**config.mk**
```make
export PLATFORM = sky130hd
export DESIGN_NAME = dsf_reader
export DESIGN_NICKNAME = d
export VERILOG_FILES = /design/src/rtl/dsf_pkg.sv /design/src/rtl/dsf_start_addr.sv /design/src/rtl/dsf_addr_step.sv /design/src/rtl/dsf_len_gen.sv /design/src/rtl/dsf_reader.sv
export SDC_FILE = /design/constraint.sdc
export NUM_CORES = 1
export LEC_CHECK = 0
export BUFFER_PORTS_ARGS = -buffer_cell sky130_fd_sc_hd__buf_4
export CAP_MARGIN = 20
export CELL_PAD_IN_SITES_DETAIL_PLACEMENT = 1
export CELL_PAD_IN_SITES_GLOBAL_PLACEMENT = 1
export CORE_MARGIN = 3
export CORE_UTILIZATION = 38
export DETAILED_ROUTE_END_ITERATION = 6
export HOLD_SLACK_MARGIN = 0.08
export PLACE_DENSITY_LB_ADDON = 0.1
export SYNTH_ARGS = -nofsm -noshare
export SYNTH_HDL_FRONTEND = slang
export SYNTH_SLANG_ARGS = --single-unit
```
**constraint.sdc**
```tcl
create_clock -name clk -period 3.2 [get_ports clk]
set_input_delay 0.48 -clock clk [delete_from_list [all_inputs] [get_ports clk]]
set_output_delay 0.48 -clock clk [all_outputs]
set_load 0.005 [all_outputs]
```
**src/rtl/dsf_pkg.sv**
```systemverilog
package dsf_pkg;
    localparam int ADDR_W = 16;
    localparam int DATA_W = 8;
    localparam int CNT_W  = 12;
    localparam int LVL_W  = 7;

    typedef enum logic [1:0] {
        SEL_CTRL  = 2'd0,
        SEL_LEVEL = 2'd1,
        SEL_START = 2'd2,
        SEL_LEN   = 2'd3
    } dsf_sel_e;

    typedef struct packed {
        logic [ADDR_W-1:0] addr;
        logic [CNT_W-1:0]  remain;
        logic [DATA_W-1:0] buf_byte;
        logic              buf_full;
        logic              req;
        logic              irq;
        logic              irq_en;
        logic              loop;
        logic [LVL_W-1:0]  level;
        logic [DATA_W-1:0] start_reg;
        logic [DATA_W-1:0] len_reg;
    } dsf_state_t;
endpackage

```
**src/rtl/dsf_start_addr.sv**
```systemverilog
module dsf_start_addr #(
    parameter int                        AW    = 16,
    parameter int                        RW    = 8,
    parameter int                        SHIFT = 6,
    parameter logic [AW-1:0]             BASE  = 16'hC000
) (
    input  logic [RW-1:0] reg_val,
    output logic [AW-1:0] start
);
    assign start = BASE + (AW'(reg_val) << SHIFT);
endmodule

```
**src/rtl/dsf_addr_step.sv**
```systemverilog
module dsf_addr_step #(
    parameter int            AW   = 16,
    parameter logic [AW-1:0] WRAP = 16'h8000
) (
    input  logic [AW-1:0] cur,
    output logic [AW-1:0] nxt
);
    assign nxt = (cur == '1) ? WRAP : cur + AW'(1);
endmodule

```
**src/rtl/dsf_len_gen.sv**
```systemverilog
module dsf_len_gen #(
    parameter int CW    = 12,
    parameter int RW    = 8,
    parameter int SHIFT = 4
) (
    input  logic [RW-1:0] reg_val,
    output logic [CW-1:0] len
);
    assign len = (CW'(reg_val) << SHIFT) + CW'(1);
endmodule

```
**src/rtl/dsf_reader.sv**
```systemverilog
module dsf_reader
    import dsf_pkg::*;
#(
    parameter logic [ADDR_W-1:0] START_BASE = 16'hC000,
    parameter logic [ADDR_W-1:0] WRAP_BASE  = 16'h8000,
    parameter int                ADDR_SHIFT = 6,
    parameter int                LEN_SHIFT  = 4
) (
    input  logic              clk,
    input  logic              rst_n,
    input  logic              cfg_we,
    input  logic [1:0]        cfg_sel,
    input  logic [DATA_W-1:0] cfg_wdata,
    input  logic              ena_we,
    input  logic              ena_bit,
    output logic              dma_req,
    output logic [ADDR_W-1:0] dma_addr,
    input  logic              dma_ack,
    input  logic [DATA_W-1:0] dma_rdata,
    input  logic              buf_take,
    output logic              buf_valid,
    output logic [DATA_W-1:0] buf_byte,
    output logic              irq,
    output logic [LVL_W-1:0]  out_level
);
    dsf_state_t s_d, s_q;

    logic [ADDR_W-1:0] start_q_addr, start_wr_addr, addr_nxt;
    logic [CNT_W-1:0]  len_full;

    // start address from the stored register (reloads) and from write data
    dsf_start_addr #(.AW(ADDR_W), .RW(DATA_W), .SHIFT(ADDR_SHIFT), .BASE(START_BASE))
        u_start_q  (.reg_val(s_q.start_reg), .start(start_q_addr));
    dsf_start_addr #(.AW(ADDR_W), .RW(DATA_W), .SHIFT(ADDR_SHIFT), .BASE(START_BASE))
        u_start_wr (.reg_val(cfg_wdata), .start(start_wr_addr));
    dsf_addr_step #(.AW(ADDR_W), .WRAP(WRAP_BASE))
        u_step (.cur(s_q.addr), .nxt(addr_nxt));
    dsf_len_gen #(.CW(CNT_W), .RW(DATA_W), .SHIFT(LEN_SHIFT))
        u_len (.reg_val(s_q.len_reg), .len(len_full));

    // event order inside a cycle: acknowledge, take, register write, enable
    always_comb begin
        s_d = s_q;
        if (dma_ack && s_q.req) begin
            s_d.req      = 1'b0;
            s_d.buf_byte = dma_rdata;
            s_d.buf_full = 1'b1;
            s_d.addr     = addr_nxt;
            if (s_q.remain != '0) s_d.remain = s_q.remain - CNT_W'(1);
            if (s_q.remain <= CNT_W'(1)) begin
                if (s_q.loop) begin
                    s_d.remain = len_full;
                    s_d.addr   = start_q_addr;
                end else if (s_q.irq_en) begin
                    s_d.irq = 1'b1;
                end
            end
        end
        if (buf_take && s_d.buf_full) begin
            s_d.buf_full = 1'b0;
            if (s_d.remain != '0) s_d.req = 1'b1;
        end
        if (cfg_we) begin
            case (dsf_sel_e'(cfg_sel))
                SEL_CTRL: begin
                    s_d.irq_en = cfg_wdata[7];
                    s_d.loop   = cfg_wdata[6];
                    if (!cfg_wdata[7]) s_d.irq = 1'b0;
                end
                SEL_LEVEL: s_d.level = cfg_wdata[LVL_W-1:0];
                SEL_START: begin
                    s_d.start_reg = cfg_wdata;
                    s_d.addr      = start_wr_addr;
                end
                default:   s_d.len_reg = cfg_wdata;
            endcase
        end
        if (ena_we) begin
            s_d.irq = 1'b0;
            if (!ena_bit) begin
                s_d.remain = '0;
                s_d.req    = 1'b0;
            end else if (s_d.remain == '0) begin
                s_d.remain = len_full;
                s_d.addr   = start_q_addr;
                if (!s_d.buf_full) s_d.req = 1'b1;
            end
        end
    end

    always_ff @(posedge clk) begin
        if (!rst_n) begin
            s_q      <= '0;
            s_q.addr <= START_BASE;
        end else begin
            s_q <= s_d;
        end
    end

    assign dma_req   = s_q.req;
    assign dma_addr  = s_q.addr;
    assign buf_valid = s_q.buf_full;
    assign buf_byte  = s_q.buf_byte;
    assign irq       = s_q.irq;
    assign out_level = s_q.level;

    p_ctrl_clr_r2: assert property (@(posedge clk) disable iff (!rst_n)
        (cfg_we && cfg_sel == SEL_CTRL && !cfg_wdata[7]) |=> !irq);

    p_level_r3: assert property (@(posedge clk) disable iff (!rst_n)
        (cfg_we && cfg_sel == SEL_LEVEL) |=> out_level == $past(cfg_wdata[LVL_W-1:0]));

    p_ena_clr_r5: assert property (@(posedge clk) disable iff (!rst_n)
        ena_we |=> !irq);

    p_disable_r6: assert property (@(posedge clk) disable iff (!rst_n)
        (ena_we && !ena_bit) |=> !dma_req);

    p_ack_fill_r8: assert property (@(posedge clk) disable iff (!rst_n)
        (dma_ack && dma_req && !buf_take && !ena_we) |=> (!dma_req && buf_valid));

    p_wrap_r9: assert property (@(posedge clk) disable iff (!rst_n)
        (dma_ack && dma_req && dma_addr == '1 && s_q.remain > CNT_W'(1) && !ena_we
         && !(cfg_we && cfg_sel == SEL_START)) |=> dma_addr == WRAP_BASE);

    p_nack_idle_r13: assert property (@(posedge clk) disable iff (!rst_n)
        (dma_ack && !dma_req && !buf_take && !cfg_we && !ena_we) |=> $stable(s_q));
endmodule

```
==> results of run 1 <==
==> stage by stage <==
step / setup slack (ps) / power, mW
6_report: 139 / 2.79
5_1_grt: -37.7 / 2.94
4_1_cts: 69.7 / 2.76
3_5_place_dp: 27.3 / 1.86
3_3_place_gp: 56.0 / 1.85
2_1_floorplan: 216 / 1.55
==> where the power goes <==
| part | internal [mW] | switching, mW | leakage, nW |
|---|---|---|---|
| clock | 0.543 | 0.349 | 0.123 |
| combinational | 0.434 | 0.531 | 1.14 |
| sequential | 0.858 | 0.0715 | 0.519 |
| total | 1.83 | 0.951 | 1.79 |
==> kinds of logic after synthesis <==
group / Yosys count
xor gates and xnor gates: 16
muxes: 22
AOI/OAI and AO/OA: 82
DFF: 64
adders and majority gates: 3
and+or+nand+nor: 179
buffers and inverters: 58
==> sequential cells by signal, indices dropped and copies added, names as in the netlist <==
name       cells
irq            1
buf_byte       8
out_level      7
buf_valid      1
s_q           30
dma_addr      16
dma_req        1
==> path summary, 6_finish.rpt <==
kind / end / slack (ps) / depth (start not counted)
max reg2reg: s_q[41] / 140 / 10
min: buf_valid / 330 / 2
max: s_q[41] / 140 / 10
min reg2reg: buf_byte[2] / 460 / 2
==> worst register-to-register path, delay by kind of cell (launching register included) <==
family,cells,cell delay [ps]
and+or+nand+nor,4,1390
DFF,1,370
AOI/OAI and AO/OA,2,370
buffers and inverters,2,320
muxes,1,310
adders and majority gates,1,240
==> routing by layer <==
layer  part of all wire [%]  wire length, um  vias to the layer above
met2                     45             4800                       93
met3                    6.6              703                       10
met4                    1.3              136                        0
li1                       -                -                     1566
met1                     47             5010                     1554
met5                      0                0                        -
==> layout make-up <==
cell class,instances,area (um2),area share (%)
clock buffer,10,138,3.21
inverter,9,33.8,0.787
multi-input combinational,302,1980,46.2
clock inverter,6,115,2.68
sequential,64,1280,29.9
timing repair buffer,81,608,14.2
tap,108,135,3.15
==> what timing repair did <==
item	in CTS	in global routing
cloned	0	0
pin swaps	0	2
gates resized for setup	1	8
endpoints found under the setup margin	1	20
buffers inserted	0	2
==> placed cells by master, fill, tap and decap left out, types with 3 or more instances in the layout <==
master / instances
nor3_2: 3
nand3_1: 6
nor3b_1: 3
nand2_1: 58
or3_1: 6
or4_1: 4
or2_2: 3
nor3_1: 6
a21oi_1: 27
o221a_2: 4
or4_4: 3
bufinv_16: 3
o2bb2ai_1: 4
xor2_1: 8
inv_1: 9
nor4_2: 3
o21ai_0: 14
dfxtp_1: 64
a31oi_1: 5
buf_4: 81
nor2_1: 45
and2_1: 5
nor4_1: 4
and3_1: 5
mux2i_1: 20
clkbuf_8: 10
xnor2_1: 8
nand4_1: 8
a22o_1: 3
==> metrics.txt, run 1 <==
status=finished clean; vias in the first global route=3,244; count of cell types in the netlist=64; vias per cell=5.56; number of remaining DRC errors=0; CP startpoint=s_q[37]; Post-synth ARST share=0%; crit end category=register; area of the core=0.00889 mm2; crit path max-delay cell type=or4_4; sequential area share after synthesis=36.0%; pwr dens=649 mW/mm2; Worst Clk Skew=12.4 ps; synthesized flop and latch total=64; Leakage=1.79 nW; complex-gate fraction of the synthesized area=16.7%; global-route wire length before repair=17.1 mm; fin crit period=3060 ps; Fin Hold WS=331 ps; met1 usage in global routing=29.8%; max_cap viols=0; DR WL/cell=18.3 um; GR Layer Usage met2=32.3%; xor/xnor cell area share of the yosys netlist=3.94%; DP HPWL=7.88 mm; final non-filler cell total=580; area growth from synthesis to layout=20.6%; Bufs on Longest Clock Path=2; Fin Setup TNS=0 ps; fill cell count=1,078; clock-pin slew on the worst setup and hold paths=80 ps; crit path buf inv count=2; cell area after synthesis=0.00356 mm2; Hold Buf Count CTS=0; Total Wirelength=10.6 mm; num rows=34; VDD IR max=238 uV; final period utilization=95.7%; Die H=103 um; H-tree levels=3; crit-path cells=inv_1 -> ha_2 -> or3b_4 -> nor3_2 -> mux2i_1 -> nand4_1 -> buf_4 -> or4_4 -> a21oi_4 -> o2bb2ai_1; mean post-synth cell area=8.39 um2; latest clock arrival within the worst-skew pair=340 ps; area fraction of the dominant cell type after synthesis=36.0%; final setup fails=0; top cells by area, synth=dfxtp_1 (36%), buf_4 (6.5%), nand2_1 (6.1%); RePlAce Congestion=0.856; Synth Net Count=452; total number of vias=3,223; initial antenna violation count=0; GRT Residual Overflow=0; hold path start=buf_take; Hold/Removal Path Class=in -> reg; most common cell in the netlist=dfxtp_1; area leader, netlist=dfxtp_1; crit-path max FO=8; CP Data Arrival Time=3320 ps; Req. time, crit path=3460 ps; CTS tree=done; most frequently used flop master after synthesis=dfxtp_1; Final Max Tran Viols=0; Buffers on Ports=58; Finished Cell Area=0.00429 mm2; EDFF count, synth=0; largest family of logic cells by synthesized area=simple AND/OR/NAND/NOR gates; FMAX=327 MHz; Most Crowded Layer GR=met2; yosys warns=0; Nets=495; dpl cell area=0.00398 mm2; mux cell area share after synthesis=6.22%; Crit Path Category=reg -> reg; initial core utilization=40.0%; CP top delay family=simple AND/OR/NAND/NOR gates; Post-Synth Simple-Gate Area=26.6%; adder-cell share of the synthesized area=1.05%; clock sink total=64; met3 Track Usage GR=4.40%; Finished Core Util=48.3%; Root Buffer=clkbuf_8; die area=0.0106 mm2; relative slew slack=57.8%; Placed Cells=562; largest net degree at the start of global routing=37; max incr delay on CP=510 ps; antenna cells=0; Final Hold Viols=0; Tightest Pin Transition=632 ps; share of cells above drive strength 1=27.3%; GR Util All Layers=21.0%; Num CTS Buffers=9; Initial DRC Count=97; # IOs=59; Pre-antenna DRT Iters=4; ANT nets after route=0; reg-to-reg startpoint=s_q[37]; Critical Path Start Type=register; Post-synth top cells=dfxtp_1 (64), nand2_1 (58), nor2_1 (45); Die Wd=103 um; Mapped Cells=424
Note: power is estimated with default switching activity, not from simulation.
==> run 2: changes to the inputs <==
--- a/config.mk
+++ b/config.mk
@@ -9,8 +9,9 @@
 export CAP_MARGIN = 20
 export CELL_PAD_IN_SITES_DETAIL_PLACEMENT = 1
 export CELL_PAD_IN_SITES_GLOBAL_PLACEMENT = 1
-export CORE_MARGIN = 3
+export CORE_MARGIN = 10
 export CORE_UTILIZATION = 38
+export CTS_BUF_LIST = sky130_fd_sc_hd__clkbuf_16
 export DETAILED_ROUTE_END_ITERATION = 6
 export HOLD_SLACK_MARGIN = 0.08
 export PLACE_DENSITY_LB_ADDON = 0.1
==> run 2 against run 1 <==
Non-clock buffer count unchanged. Register-to-register slack got worse by 20 ps. Global-route usage down 3.8 points. Critical path depth shrank 2. Total power grew 9.0%. Die area up 29%. Worst setup slack lost 24 ps. Core utilization down 0.51 points. Clock-buffer cell count shrank 1. Largest power group is now the clock network.
==> metrics.txt, run 2 (synthesis results as in run 1) <==
CP Data Arrival Time=3300 ps (-20 ps); sequential cell area=0.00128 mm2 (unchanged); Final Max Tran Viols=0 (unchanged); CTS tree=done; Req. time, crit path=3420 ps (-40 ps); num rows=35 (+2.9%); clock-pin slew on the worst setup and hold paths=60 ps (-20 ps); pwr dens=691 mW/mm2 (+6.5%); crit end category=register; vias per cell=5.52 (-0.64%); RePlAce Congestion=0.872 (+1.9%); Critical Path Start Type=register; die area=0.0136 mm2 (+29%); clock sink total=64 (unchanged); initial antenna violation count=0 (unchanged); power after layout=3.04 mW (+9.0%); max_cap viols=0 (unchanged); Pre-antenna DRT Iters=4 (unchanged); total number of vias=3,219 (-0.12%); Buffers on Ports=58 (unchanged); number of remaining DRC errors=0 (unchanged); Leakage=1.83 nW (+2.3%); DR WL/cell=19.7 um (+7.2%); Total Wirelength=11.5 mm (+7.8%); commonest non-fill, non-tap cell in the layout=buf_4; VDD IR max=306 uV (+29%); final setup fails=0 (unchanged); FMAX=324 MHz (-0.78%); GRT Residual Overflow=0 (unchanged); Bufs on Longest Clock Path=2 (unchanged); ANT nets after route=0 (unchanged); Root Buffer=clkbuf_16; GR Util All Layers=17.2% (-3.8 points); Die H=117 um (+14%); Num CTS Buffers=9 (unchanged); crit-path max FO=7 (-1); Initial DRC Count=101 (+4.1%); final period utilization=96.4% (+0.76 points); latest clock arrival within the worst-skew pair=330 ps (about the same); Crit Path Category=reg -> reg; global-route wire length before repair=18.1 mm (+6.1%); initial core utilization=38.7% (-1.3 points); vias in the first global route=3,344 (+3.1%); Worst R2R Setup Slack=110 ps (-20 ps); share of cells above drive strength 1=26.7% (-0.64 points); register with the most flip-flops=s_q; max FFs per register=30 (unchanged); # IOs=59 (unchanged); Die Wd=117 um (+14%); Worst Clk Skew=5.54 ps (-6.88 ps); Nets=495 (unchanged); area occupied by multi-input gates=0.00199 mm2 (+0.25%); Hold/Removal Path Class=in -> reg; relative slew slack=58.9% (+1.2 points); antenna cells=0 (unchanged); largest net degree at the start of global routing=23 (-38%); H-tree levels=3 (unchanged); fill cell count=1,085 (+0.65%); fin crit period=3090 ps (+24.2 ps); Final Hold Viols=0 (unchanged); area of the core=0.00920 mm2 (+3.4%); Tightest Pin Transition=611 ps (-21.6 ps); area growth from synthesis to layout=23.4%; Finished Cell Area=0.00439 mm2 (+2.3%); status=finished clean; dpl cell area=0.00396 mm2 (-0.47%); Hold Buf Count CTS=0 (unchanged); most frequent cells in the layout=buf_4 (81), dfxtp_1 (64), nand2_1 (58); DP HPWL=8.51 mm (+8.0%)
run 2: timing repair:
action                                  4_1_cts  5_1_grt
endpoints found under the setup margin        9       23
gates resized for setup                       2        6
pin swaps                                     0        1
setup buffers                                 0        5
run 2: metrics by stage:
step | std cells | setup TNS, ps | utilization (%) | setup WS, ps | hold slack, ps
after global routing | 583 | -4.76 | 47.8 | -2.40 | 337
final | 583 | 0 | 47.8 | 114 | 342
after CTS | 578 | 0 | 46.9 | 0.435 | 333
after global placement | 562 | 0 | 43.1 | 127 | 443
after floorplan | 424 | 0 | - | 216 | 432
after detailed placement | 562 | 0 | 43.1 | 68.7 | 451
run 2: power by group:
group	internal, mW	leakage [nW]	switching (mW)
combinational	0.435	1.14	0.524
clock	0.762	0.164	0.375
sequential	0.859	0.519	0.0804
total	2.06	1.83	0.979
run 2: layer usage:
layer  wire [um]  global-route usage [%]  up-vias
met5           0                       0        -
met1        5260                    21.7     1564
li1            -                       -     1567
met3         737                    5.25       12
met4         171                    5.35        0
met2        5300                    27.4       76
run 2: path summary, 6_finish.rpt:
kind | from | end | cells after the start
worst max-delay path | s_q[36] | dma_addr[8] | 8
worst min-delay path | buf_take | buf_valid | 2
worst max register to register | s_q[36] | dma_addr[8] | 8
worst min register to register | buf_byte[5] | buf_byte[5] | 2
run 2: cell type report:
cell class	count	area share [%]
inverters	9	0.769
clock inverters	7	2.71
well taps	111	3.16
flip-flops and latches	64	29.2
repair buffers	81	13.8
multi-input cells	302	45.2
clock buffers	9	5.13
run 2: critical path: stages (launching register included):
cell,delay (ps)
dfxtp_1,370
or4_1,620
nor4_4,280
mux2_2,420
or4b_4,550
nor4_4,210
buf_4,190
nor2_1,80
o221a_2,270
